File: config.mk
export PLATFORM = sky130hd
export DESIGN_NAME = fir_q15_filter
export DESIGN_NICKNAME = d
export VERILOG_FILES = /design/src/rtl/fir_q15_pkg.sv /design/src/rtl/fir_ctrl.sv /design/src/rtl/fir_datapath.sv /design/src/rtl/fir_q15_filter.sv
export SDC_FILE = /design/constraint.sdc
export NUM_CORES = 1
export LEC_CHECK = 0
export ABC_AREA = 1
export BUFFER_PORTS_ARGS = -buffer_cell sky130_fd_sc_hd__buf_2
export CORE_ASPECT_RATIO = 0.9
export CORE_UTILIZATION = 45
export DETAILED_ROUTE_END_ITERATION = 6
export PLACE_DENSITY = 0.65
export SLEW_MARGIN = 20
export SYNTH_ARGS = -nofsm -noshare
export SYNTH_HDL_FRONTEND = slang
export SYNTH_HIERARCHICAL = 1
export SYNTH_SLANG_ARGS = --single-unit
File: constraint.sdc
create_clock -name clk -period 5.3 [get_ports clk]
set_input_delay 0.265 -clock clk [delete_from_list [all_inputs] [get_ports clk]]
set_output_delay 0.265 -clock clk [all_outputs]
set_load 0.005 [all_outputs]
File: src/rtl/fir_q15_pkg.sv
package fir_q15_pkg;
  localparam int NUM_TAPS = 7;
  localparam int SEL_W    = $clog2(NUM_TAPS);

  typedef struct packed {
    logic             load;    // push the new sample into the history
    logic             clear;   // zero the accumulator
    logic             mac;     // add one product
    logic [SEL_W-1:0] tapSel;  // tap used by the multiplier
    logic             shift;   // Q30 to Q31
    logic             emit;    // register the output byte
  } fir_ctl_t;

  function automatic logic [15:0] defaultCoef(input int idx);
    case (idx)
      0, 6:    return 16'd197;
      1, 5:    return 16'd1615;
      2, 4:    return 16'd5679;
      3:       return 16'd8192;
      default: return 16'd0;
    endcase
  endfunction
endpackage

File: src/rtl/fir_ctrl.sv
module fir_ctrl
  import fir_q15_pkg::*;
#(
  parameter int TAPS = NUM_TAPS
) (
  input  logic     clk,
  input  logic     rstN,
  input  logic     sampleValid,
  output logic     sampleReady,
  output fir_ctl_t ctl,
  output logic     dacValid
);
  localparam int LATENCY = TAPS + 2;
  localparam int CNT_W   = $clog2(LATENCY + 2);

  typedef enum logic [1:0] {S_IDLE, S_MAC, S_SHIFT, S_EMIT} state_t;

  state_t           state;
  logic [SEL_W-1:0] tapCnt;
  logic             accept;

  assign sampleReady = (state == S_IDLE);
  assign accept      = sampleValid && sampleReady;

  always_ff @(posedge clk or negedge rstN) begin
    if (!rstN) begin
      state    <= S_IDLE;
      tapCnt   <= '0;
      dacValid <= 1'b0;
    end else begin
      dacValid <= (state == S_EMIT);
      case (state)
        S_IDLE: begin
          tapCnt <= '0;
          if (accept) state <= S_MAC;
        end
        S_MAC: begin
          if (tapCnt == SEL_W'(TAPS - 1)) begin
            state  <= S_SHIFT;
            tapCnt <= '0;
          end else begin
            tapCnt <= tapCnt + 1'b1;
          end
        end
        S_SHIFT: state <= S_EMIT;
        default: state <= S_IDLE;
      endcase
    end
  end

  always_comb begin
    ctl        = '0;
    ctl.load   = accept;
    ctl.clear  = accept;
    ctl.mac    = (state == S_MAC);
    ctl.tapSel = tapCnt;
    ctl.shift  = (state == S_SHIFT);
    ctl.emit   = (state == S_EMIT);
  end

  // Independent latency tracker used only by the checks below.
  logic             latRun;
  logic [CNT_W-1:0] latCnt;
  always_ff @(posedge clk or negedge rstN) begin
    if (!rstN) begin
      latRun <= 1'b0;
      latCnt <= '0;
    end else if (accept) begin
      latRun <= 1'b1;
      latCnt <= '0;
    end else if (latRun && latCnt != CNT_W'(LATENCY + 1)) begin
      latCnt <= latCnt + 1'b1;
    end
  end

  p_latency_r6: assert property (@(posedge clk) disable iff (!rstN)
    dacValid |-> (latRun && latCnt == CNT_W'(LATENCY)));
  p_pulse_r6: assert property (@(posedge clk) disable iff (!rstN)
    dacValid |=> !dacValid);
  p_ready_drop_r7: assert property (@(posedge clk) disable iff (!rstN)
    accept |=> !sampleReady);
endmodule

File: src/rtl/fir_datapath.sv
module fir_datapath
  import fir_q15_pkg::*;
#(
  parameter int TAPS   = NUM_TAPS,
  parameter int IN_W   = 8,
  parameter int COEF_W = 16,
  parameter int ACC_W  = 32
) (
  input  logic                     clk,
  input  logic                     rstN,
  input  fir_ctl_t                 ctl,
  input  logic [IN_W-1:0]          sampleIn,
  input  logic                     coefWe,
  input  logic [SEL_W-1:0]         coefAddr,
  input  logic [COEF_W-1:0]        coefData,
  input  logic                     wrOpen,
  output logic [IN_W-1:0]          dacOut
);
  localparam int PAD_W = COEF_W - IN_W;
  localparam int EXT_W = ACC_W - COEF_W;

  logic [TAPS-1:0][COEF_W-1:0] history;
  logic [TAPS-1:0][COEF_W-1:0] coefReg;
  logic [COEF_W-1:0]           newWord;
  logic [COEF_W-1:0]           coefSel;
  logic [COEF_W-1:0]           histSel;
  logic signed [ACC_W-1:0]     product;
  logic signed [ACC_W-1:0]     accR;

  // Offset binary to signed: invert the top bit, pad the low byte with zeros.
  assign newWord = {~sampleIn[IN_W-1], sampleIn[IN_W-2:0], {PAD_W{1'b0}}};

  for (genvar i = 0; i < TAPS; i++) begin : g_tap
    always_ff @(posedge clk or negedge rstN) begin
      if (!rstN)
        coefReg[i] <= COEF_W'(defaultCoef(i));
      else if (coefWe && wrOpen && coefAddr == SEL_W'(i))
        coefReg[i] <= coefData;
    end

    if (i == 0) begin : g_head
      always_ff @(posedge clk or negedge rstN) begin
        if (!rstN)         history[i] <= '0;
        else if (ctl.load) history[i] <= newWord;
      end
    end else begin : g_body
      always_ff @(posedge clk or negedge rstN) begin
        if (!rstN)         history[i] <= '0;
        else if (ctl.load) history[i] <= history[i-1];
      end
    end
  end

  always_comb begin
    coefSel = '0;
    histSel = '0;
    for (int i = 0; i < TAPS; i++) begin
      if (ctl.tapSel == SEL_W'(i)) begin
        coefSel = coefReg[i];
        histSel = history[i];
      end
    end
  end

  assign product = $signed({{EXT_W{coefSel[COEF_W-1]}}, coefSel})
                 * $signed({{EXT_W{histSel[COEF_W-1]}}, histSel});

  always_ff @(posedge clk or negedge rstN) begin
    if (!rstN)          accR <= '0;
    else if (ctl.clear) accR <= '0;
    else if (ctl.mac)   accR <= accR + product;
    else if (ctl.shift) accR <= accR <<< 1;
  end

  always_ff @(posedge clk or negedge rstN) begin
    if (!rstN)         dacOut <= {1'b1, {(IN_W-1){1'b0}}};
    else if (ctl.emit) dacOut <= {~accR[ACC_W-1], accR[ACC_W-2 -: IN_W-1]};
  end

  p_acc_clear_r4: assert property (@(posedge clk) disable iff (!rstN)
    ctl.clear |=> (accR == '0));
  p_line_hold_r7: assert property (@(posedge clk) disable iff (!rstN)
    !ctl.load |=> $stable(history));
  p_coef_lock_r9: assert property (@(posedge clk) disable iff (!rstN)
    (!coefWe || !wrOpen) |=> $stable(coefReg));
endmodule

File: src/rtl/fir_q15_filter.sv
module fir_q15_filter
  import fir_q15_pkg::*;
#(
  parameter int IN_W   = 8,
  parameter int COEF_W = 16,
  parameter int ACC_W  = 32
) (
  input  logic              clk,
  input  logic              rstN,
  input  logic              sampleValid,
  input  logic [IN_W-1:0]   sampleIn,
  output logic              sampleReady,
  input  logic              coefWe,
  input  logic [SEL_W-1:0]  coefAddr,
  input  logic [COEF_W-1:0] coefData,
  output logic              dacValid,
  output logic [IN_W-1:0]   dacOut
);
  fir_ctl_t ctl;

  fir_ctrl #(.TAPS(NUM_TAPS)) u_ctrl (
    .clk        (clk),
    .rstN       (rstN),
    .sampleValid(sampleValid),
    .sampleReady(sampleReady),
    .ctl        (ctl),
    .dacValid   (dacValid)
  );

  fir_datapath #(
    .TAPS  (NUM_TAPS),
    .IN_W  (IN_W),
    .COEF_W(COEF_W),
    .ACC_W (ACC_W)
  ) u_dp (
    .clk     (clk),
    .rstN    (rstN),
    .ctl     (ctl),
    .sampleIn(sampleIn),
    .coefWe  (coefWe),
    .coefAddr(coefAddr),
    .coefData(coefData),
    .wrOpen  (sampleReady),
    .dacOut  (dacOut)
  );

  p_dac_hold_r6: assert property (@(posedge clk) disable iff (!rstN)
    !dacValid |-> $stable(dacOut));
endmodule

; ---- Yosys cells after proc, flatten, opt, wreduce, memory -nomap -nowiden
; Index checks and enable logic that the tools add are counted.
[totals]
reg_bits = 214
latch_bits = 0
mem_bits_rw = 0
romBits = 0
in_bits = 31
out_inout_bits = 10
wordCells = 78
n_memories = 0
[op_classes]
add_sub_neg = 2
mul = 1
div_mod_pow = 0
n_lt_le_gt_ge = 0
eq_ne = 17
shift = 0
muxes = 22
n_bitwise = 2
n_reduce_logical = 15
[op_table]
columns = op, n
row1 = two-way mux 16 bit, 14
row2 = two-way mux 32 bit, 3
row3 = adder 32 bit, 1
row4 = multiplier 16 x 16 -> 32 bit, 1
row5 = == test 3 bit (second input constant), 6
row6 = == test 3 x 2 -> 1 bit (second input constant), 4
row7 = logical AND 1 bit, 9
row8 = == test 3 x 1 -> 1 bit (second input constant), 2
row9 = logical NOT 3 bit, 2
row10 = case mux 2 bit (3 select lines), 1
row11 = case mux 3 bit (2 select lines), 1
row12 = == test 2 bit (second input constant), 2
row13 = two-way mux 2 bit, 2
row14 = adder 3 x 1 -> 3 bit (second input constant), 1
row15 = two-way mux 3 bit, 1
row16 = nonzero test 3 bit, 1
row17 = == test 2 x 1 -> 1 bit (second input constant), 1
row18 = logical NOT 2 bit, 1
row19 = inequality test 2 x 1 -> 1 bit (second input constant), 1
row20 = inequality test 2 bit (second input constant), 1
row21 = inverter 1 bit, 2
row22 = AND reduction 2 bit, 1
row23 = nonzero test 2 bit, 1

; ---- Depth between registers and ports, before layout
; Gate-level depths: netlist of the first run.
[logic_depth]
depth_word = 12
depth_mapped = 36
ltp_nobuf = 35

; ---- By module
; The synthesis of the first run kept the hierarchy.
[by_module_without_submodules]
columns = mod, n_inst, cells_each, area_per_inst_um2, seq_area_each_um2
row1 = fir_datapath, 1, 1839, 14825.5, 5230.0
row2 = fir_ctrl, 1, 46, 392.9, 150.1

; ---- Worst setup path after synthesis of the first run
; OpenSTA, ideal clock, no wires.
[synth_path]
path_kind = register to register
from = reg u_ctrl.tapCnt[2]
to = reg u_dp.accR[31]
setup_ns = 0.117
arrival_time_ns = 5.650
slack_ns = -0.466
path_stages_with_launch = 33
cell_sequence = dfrtp_1 -> inv_2 -> nand2_4 -> nor2_4 -> inv_2 -> buf_2 -> o21ai_0 -> o22ai_1 -> nand4_1 -> nand2_1 -> nor2_1 -> inv_1 -> fa_1 -> inv_1 -> fa_1 -> inv_1 -> fa_1 -> fa_1 -> inv_1 -> fa_1 -> ha_1 -> ha_1 -> nand2_1 -> nor2_1 -> nand2_1 -> nor2_1 -> nand2_1 -> nand3_1 -> inv_1 -> nand2_1 -> nand3_1 -> nand2_1 -> nand2_1
[synth_between]
elab_chain_cells = 12
[synth_lines]
columns = item, line_no
row1 = "start, declared", fir_ctrl.sv:19  ; logic [SEL_W-1:0] tapCnt;
row2 = "start signal, assigned", fir_ctrl.sv:42  ; tapCnt <= tapCnt + 1'b1;
row3 = logical NOT 3 bit, fir_datapath.sv:58  ; if (ctl.tapSel == SEL_W'(i)) begin
row4 = two-way mux 16 bit (7 in a row), fir_datapath.sv:58
row5 = multiplier 16 x 16 -> 32 bit *, fir_datapath.sv:66  ; * $signed({{EXT_W{histSel[COEF_W-1]}}, histSel});
row6 = adder 32 bit *, fir_datapath.sv:71  ; else if (ctl.mac) accR <= accR + product;
row7 = two-way mux 32 bit *, fir_datapath.sv:71
row8 = two-way mux 32 bit *, fir_datapath.sv:70  ; else if (ctl.clear) accR <= '0;
row9 = "end signal, assigned", fir_datapath.sv:71
row10 = "end signal, assigned", fir_datapath.sv:72  ; else if (ctl.shift) accR <= accR <<< 1;
row11 = "end, declared", fir_datapath.sv:28  ; logic signed [ACC_W-1:0] accR;
; Mark *: on every way between the ends. The rest lies on a longest branch, timed or not.
; A chain may end at the register's enable or synchronous reset.

; ---- Worst setup path in the final report of the first run
[layout_path]
from = reg u_ctrl.tapCnt[2]
to = reg u_dp.accR[18]
; Same word-level chain as after synthesis.

==> summary.txt, run 1 <==
Clock network
  – Clk pin slew, worst setup/hold paths: approximately 0.060 ns
  – Root Buffer: clkbuf_16
  – Clock sinks: 213
  – Clock latency on the worst-skew pair: about 0.54 ns
  – CTS tree: built
  – Worst-case clock buffer depth: 3
  – Num CTS Buffers: 25
  – H-tree depth: 1

Route
  – First drt pass iteration count: 5
  – Routed wire length per instance: between 15 and 20 um
  – Routed wire length: about 40 mm
  – Vias per cell: 5.13
  – DR DRC count: 0
  – Initial drt markers: between 900 and 1000
  – Via count: 13000
  – ANT nets after route: 0

STA
  – Setup Viol. Count Final: 19
  – Final hold violation count: 0
  – Min Tclk post-route: about 6.0 ns
  – Crit share post-route: 113%
  – FMAX: 166 MHz
  – Worst Tran Pin Value: 1.03 ns
  – Unrepaired setup endpoints after global routing: true
  – Clock skew: between 0.015 and 0.02 ns
  – Setup ws final: -0.710 ns
  – Setup TNS: -10.45 ns
  – Final max-slew violation count: 0
  – Slew HR: between 30% and 40%
  – Hold WS: a little over 0.09 ns

Global route
  – Total global-route track usage: 24.1%
  – Vias in the first global route: 13500
  – Congestion Overflow GR: 0
  – Initial antenna violation count: 0
  – First-pass GRT wire length: roughly 67 mm
  – Largest net degree at the start of global routing: between 100 and 150

Synthesis
  – Register area share after synthesis: 35.4%
  – Post-Syn Nets: ~2100
  – Synth area leader: dfrtp_1
  – Ranking of synthesized cells by area: dfrtp_1 (28%), fa_1 (16%), nand2_1 (13%)
  – Post-synth ARST share: between 90% and 100%
  – Number of synthesized flops with an enable pin: 0
  – Synth top area share: 28.4%
  – Post-Syn Instances: approximately 1900
  – Ys flop type: dfrtp_1
  – Ys Warns: 6
  – Cell variety after synth: 44
  – Synth Cell Area: between 15000 and 20000 sq um
  – Avg Inst Size Synth: 8.07 sq um
  – FF+latch count, synth: around 210

Die
  – Row Count: 63
  – Die span in x: between 150 and 200 um
  – Top Ports: between 40 and 50
  – Die area: roughly 35000 sq um
  – Die Y: 176 um
  – Core area: 33100 sq um
  – Initial core utilization: roughly 46%

Worst hold path
  – Hold crit path type: in -> reg
  – WHS Endpoint: u_dp/coefReg[48]
  – Cells on Worst Hold Path: 3
  – Hold_sp: coefData[0]

Setup path
  – Worst R2R Setup Slack: -0.71 ns
  – R2r endpoint: u_dp/accR[18]
  – Crit-path slowest cell: fa_2
  – CP most frequent cell: fa_2
  – Worst setup SP type: flop
  – CP max stage delay: between 0.5 and 0.6 ns
  – Worst path required time: about 5.7 ns
  – Crit end category: flop
  – Crit path kind: reg -> reg
  – WP data arrival: roughly 6.4 ns
  – Worst r2r src: u_ctrl/tapCnt[2]
  – Reg2Reg Depth: 29
  – Crit-path max FO: 7

Finish
  – Layout cell share with drive strength beyond 1: 26.3%
  – Most frequent cells in the layout: nand2_1 (480), inv_1 (253), o21ai_0 (180), dfrtp_1 (170), buf_4 (156)
  – Most common cell after layout, fill and taps aside: nand2_1
  – Nets: 2324
  – Syn-to-layout area delta: 27.2%
  – N_diodes: 0
  – Fin util: 58.5%

Status
  – Status: finished with violations
  – Failing checks: negative setup slack

Placement
  – Number of buffers added on ports: 40
  – Detailed placement HPWL: 29.1 mm
  – GPL Wtd Cong: about 0.95

Flow run
  – Max-cap violations: 0
==> flip-flops by register name (all words and copies together), names as in the netlist <==
name / count
u_dp/coefReg: 112
u_dp/history: 56
u_dp/accR: 31
u_dp/dacOut: 8
u_ctrl/tapCnt: 3
u_ctrl/state: 2
u_ctrl/dacValid: 1
==> worst max-delay path, delay by kind of cell (launching register included) <==
family	cells	cell delay [ns]
AO/OA/AOI/OAI	4	0.55
buffers and inverters	9	0.89
AND/OR/NAND/NOR	8	0.88
adder cells (fa/ha/maj)	7	3.00
flip-flops	1	0.42
XOR/XNOR	1	0.13
==> worst max path at each step <==
| stage | end | start | slack, ns | depth (start not counted) |
|---|---|---|---|---|
| after global placement | u_dp/accR[16] | u_ctrl/tapCnt[2] | -0.72 | 26 |
| after floorplan | u_dp/accR[29] | u_ctrl/tapCnt[2] | -0.21 | 30 |
| after detailed placement | u_dp/accR[16] | u_ctrl/tapCnt[2] | -0.76 | 26 |
| after global routing | u_dp/accR[31] | u_ctrl/tapCnt[2] | -0.91 | 34 |
| final | u_dp/accR[18] | u_ctrl/tapCnt[2] | -0.71 | 29 |
| after CTS | u_dp/accR[31] | u_ctrl/tapCnt[2] | -0.61 | 34 |
==> Yosys cell counts, types with 11 or more instances <==
master	count
nand4_1	21
clkbuf_1	43
nand3_1	56
buf_2	11
fa_1	122
nor2_1	183
dfrtp_1	173
dfstp_2	40
ha_1	82
inv_1	279
a21oi_1	44
o21ai_0	199
o22ai_1	16
nand2_1	520
==> cells by family after synthesis <==
group,count (synthesis),share of synthesized area (%)
adders and majority gates,204,22.8
xor gates and xnor gates,9,0.518
and+or+nand+nor,813,21.7
buffers and inverters,355,9.22
DFF,213,35.4
AOI/OAI and AO/OA,291,10.5
==> metrics by stage <==
step | area [sq um] | setup WS, ns | std cells
floorplan | 15600 | -0.215 | 1885
global placement | 17200 | -0.724 | 2434
detailed placement | 17200 | -0.758 | 2434
CTS | 18900 | -0.612 | 2514
global route | 19400 | -0.908 | 2528
finish | 19400 | -0.710 | 2528
==> timing repair <==
| action | CTS | global route |
|---|---|---|
| gates cloned | 1 | 1 |
| resized for setup | 159 | 75 |
| hold buffers | 9 | 0 |
| setup endpoints to repair | 19 | 19 |
| pin swaps | 73 | 36 |
| setup buffers | 26 | 14 |
| hold endpoints to repair | 88 | 0 |
==> layout make-up <==
| type | instances | area, sq um |
|---|---|---|
| flip-flops and latches | 213 | 5380 |
| well taps | 422 | 528 |
| clock inverters | 6 | 62.6 |
| repair buffers | 243 | 2020 |
| fillers | 2903 | 13800 |
| inverters | 289 | 1130 |
| clock buffers | 38 | 684 |
| multi-input cells | 1317 | 9550 |
==> routing by layer <==
layer | global-route usage [%] | vias up | share of wire [%]
li1 | - | 6284 | -
met3 | 3.92 | 44 | 5.3
met2 | 40.7 | 272 | 47
met5 | 0 | - | 0
met4 | 4.95 | 0 | 1.7
met1 | 32.6 | 6366 | 46
Power of run 1 is not shown: default switching activity piles up to over one toggle a cycle in this logic, so the estimate is an artifact.
==> inputs of run 2 (changes only) <==
--- a/config.mk
+++ b/config.mk
@@ -11,7 +11,7 @@
 export CORE_UTILIZATION = 45
 export DETAILED_ROUTE_END_ITERATION = 6
 export PLACE_DENSITY = 0.65
-export SLEW_MARGIN = 20
+export RECOVER_POWER = 25
 export SYNTH_ARGS = -nofsm -noshare
 export SYNTH_HDL_FRONTEND = slang
 export SYNTH_HIERARCHICAL = 1
==> summary.txt, run 2 (synthesis gave the netlist of run 1 again) <==
Status
  – Status: finished with violations (unchanged)
  – Failing checks: max-capacitance violations, max-slew violations, negative setup slack (was negative setup slack)

STA
  – Min Tclk post-route: 6.01 ns (about the same)
  – Setup Viol. Count Final: 19 (unchanged)
  – Unrepaired setup endpoints after global routing: true (unchanged)
  – Setup TNS: -10.47 ns (was -10.45 ns)
  – Setup ws final: -0.710 ns (about the same)
  – FMAX: 166 MHz (about the same)
  – Final max-slew violation count: 105 (was 0)
  – Final hold violation count: 0 (unchanged)
  – Slew HR: -89.9% (was 31.1%)
  – Clock skew: 0.0174 ns (was 0.0189 ns)
  – Worst Tran Pin Value: 2.85 ns (was 1.03 ns)
  – Crit share post-route: 113% (about the same)

Finish
  – Area of the multi-input gates: 9550 sq um (about the same)
  – Non-filler cells, final: 2528 (unchanged)
  – Most common cell after layout, fill and taps aside: nand2_1 (unchanged)
  – Nets: 2324 (unchanged)
  – Max FFs per register: 112 (unchanged)
  – N_diodes: 0 (unchanged)
  – Layout cell share with drive strength beyond 1: 26.1% (was 26.3%)
  – FF/Latch Area: 5380 sq um (unchanged)
  – Design area: 19300 sq um (was 19400 sq um)
  – Fill count: 2908 (was 2903)
  – Syn-to-layout area delta: 27.1% (was 27.2%)
  – Biggest register: u_dp/coefReg (unchanged)
  – Most frequent cells in the layout: nand2_1 (480), inv_1 (254), o21ai_0 (180), dfrtp_1 (170), buf_4 (156) (was nand2_1 (480), inv_1 (253), o21ai_0 (180), dfrtp_1 (170), buf_4 (156))
  – Biggest regs: u_dp/coefReg x112, u_dp/history x56, u_dp/accR x31 (unchanged)

Setup path
  – CP most frequent cell: fa_2 (unchanged)
  – Crit-path slowest cell: fa_2 (unchanged)
  – CP max stage delay: 0.54 ns (about the same)
  – R2r endpoint: u_dp/accR[18] (unchanged)
  – Crit end category: flop (unchanged)
  – Worst R2R Setup Slack: -0.71 ns (about the same)
  – WP data arrival: 6.41 ns (about the same)
  – Crit path kind: reg -> reg (unchanged)
  – Crit-path max FO: 7 (unchanged)
  – Worst r2r src: u_ctrl/tapCnt[2] (unchanged)
  – Reg2Reg Depth: 29 (unchanged)
  – Worst setup SP type: flop (unchanged)
  – Worst path required time: 5.70 ns (about the same)

Die
  – Core area: 33100 sq um (unchanged)
  – Initial core utilization: 46.0% (unchanged)
  – Die span in x: 196 um (unchanged)
  – Die Y: 176 um (unchanged)
  – Row Count: 63 (unchanged)
  – Die area: 34600 sq um (unchanged)
  – Top Ports: 41 (unchanged)

Clock network
  – Clock sinks: 213 (unchanged)
  – Worst-case clock buffer depth: 3 (unchanged)
  – Num CTS Buffers: 25 (unchanged)
  – Clk pin slew, worst setup/hold paths: 0.06 ns (about the same)
  – CTS tree: built (unchanged)
  – Clock latency on the worst-skew pair: 0.54 ns (about the same)
  – H-tree depth: 1 (unchanged)
  – Root Buffer: clkbuf_16 (unchanged)

Route
  – ANT nets after route: 0 (unchanged)
  – Initial drt markers: 898 (was 907)
  – Vias per cell: 5.12 (was 5.13)
  – Routed wire length per instance: 15.8 um (about the same)
  – Routed wire length: 39.9 mm (about the same)
  – Via count: 13000 (about the same)
  – First drt pass iteration count: 5 (unchanged)
  – DR DRC count: 0 (unchanged)

Placement
  – GPL Wtd Cong: 0.948 (unchanged)
  – DP Worst Slack: -0.758 ns (unchanged)
  – Placed Instances: 2434 (unchanged)
  – Number of buffers added on ports: 40 (unchanged)
  – Detailed placement HPWL: 29.1 mm (unchanged)
  – Placement Cell Area: 17200 sq um (unchanged)

Global route
  – Vias in the first global route: 13500 (unchanged)
  – Congestion Overflow GR: 0 (unchanged)
  – First-pass GRT wire length: 66.8 mm (unchanged)
  – Initial antenna violation count: 0 (unchanged)
  – Largest net degree at the start of global routing: 105 (unchanged)
  – Total global-route track usage: 24.1% (unchanged)

Worst hold path
  – WHS Endpoint: u_dp/coefReg[48] (unchanged)
  – Hold crit path type: in -> reg (unchanged)
  – Cells on Worst Hold Path: 3 (unchanged)
  – Hold_sp: coefData[0] (unchanged)

Flow run
  – Max-cap violations: 1 (was 0)
==> run 2: how the worst max path moves through the flow <==
stage                           from             to  slack (ns)  depth (start not counted)
finish              u_ctrl/tapCnt[2]  u_dp/accR[18]       -0.71                         29
global route        u_ctrl/tapCnt[2]  u_dp/accR[31]       -0.91                         34
CTS                 u_ctrl/tapCnt[2]  u_dp/accR[31]       -0.61                         34
detailed placement  u_ctrl/tapCnt[2]  u_dp/accR[16]       -0.76                         26
global placement    u_ctrl/tapCnt[2]  u_dp/accR[16]       -0.72                         26
floorplan           u_ctrl/tapCnt[2]  u_dp/accR[29]       -0.21                         30
==> run 2: metal layers <==
metal | global-route usage, % | routed length [um]
met5 | 0 | 0
met1 | 32.6 | 18200
met4 | 4.95 | 737
met3 | 3.92 | 2100
met2 | 40.7 | 18900
==> run 2: cell type report <==
type	instances	share of cell area (%)
Timing Repair Buffer	243	10.4
Clock inverter	6	0.323
Multi-Input combinational cell	1317	49.4
Clock buffer	38	3.54
Inverter	289	5.82
Tap cell	422	2.73
Sequential cell	213	27.8
==> run 2: repair_timing <==
action | CTS | global route
pin swaps | 73 | 36
gates resized for setup | 159 | 75
hold buffers | 9 | 0
setup endpoints to repair | 19 | 19
buffers inserted | 26 | 14
cloned | 1 | 1
endpoints found under the hold margin | 88 | 0
==> run 2: per-stage QoR <==
stage | util [%] | hold slack (ns)
floorplan | - | -0.0306
global placement | 52.0 | 0.387
detailed placement | 52.0 | 0.386
CTS | 57.2 | 0.0853
global route | 58.4 | 0.112
finish | 58.4 | 0.0915
==> run 2: worst max-delay path: cells and delay by family, from the launching register on <==
family,cells,cell delay (ns)
adder cells (fa/ha/maj),7,3.00
XOR/XNOR,1,0.13
AND/OR/NAND/NOR,8,0.88
AO/OA/AOI/OAI,4,0.55
flip-flops,1,0.42
buffers and inverters,9,0.89
Power of run 2 is left out for the same reason.
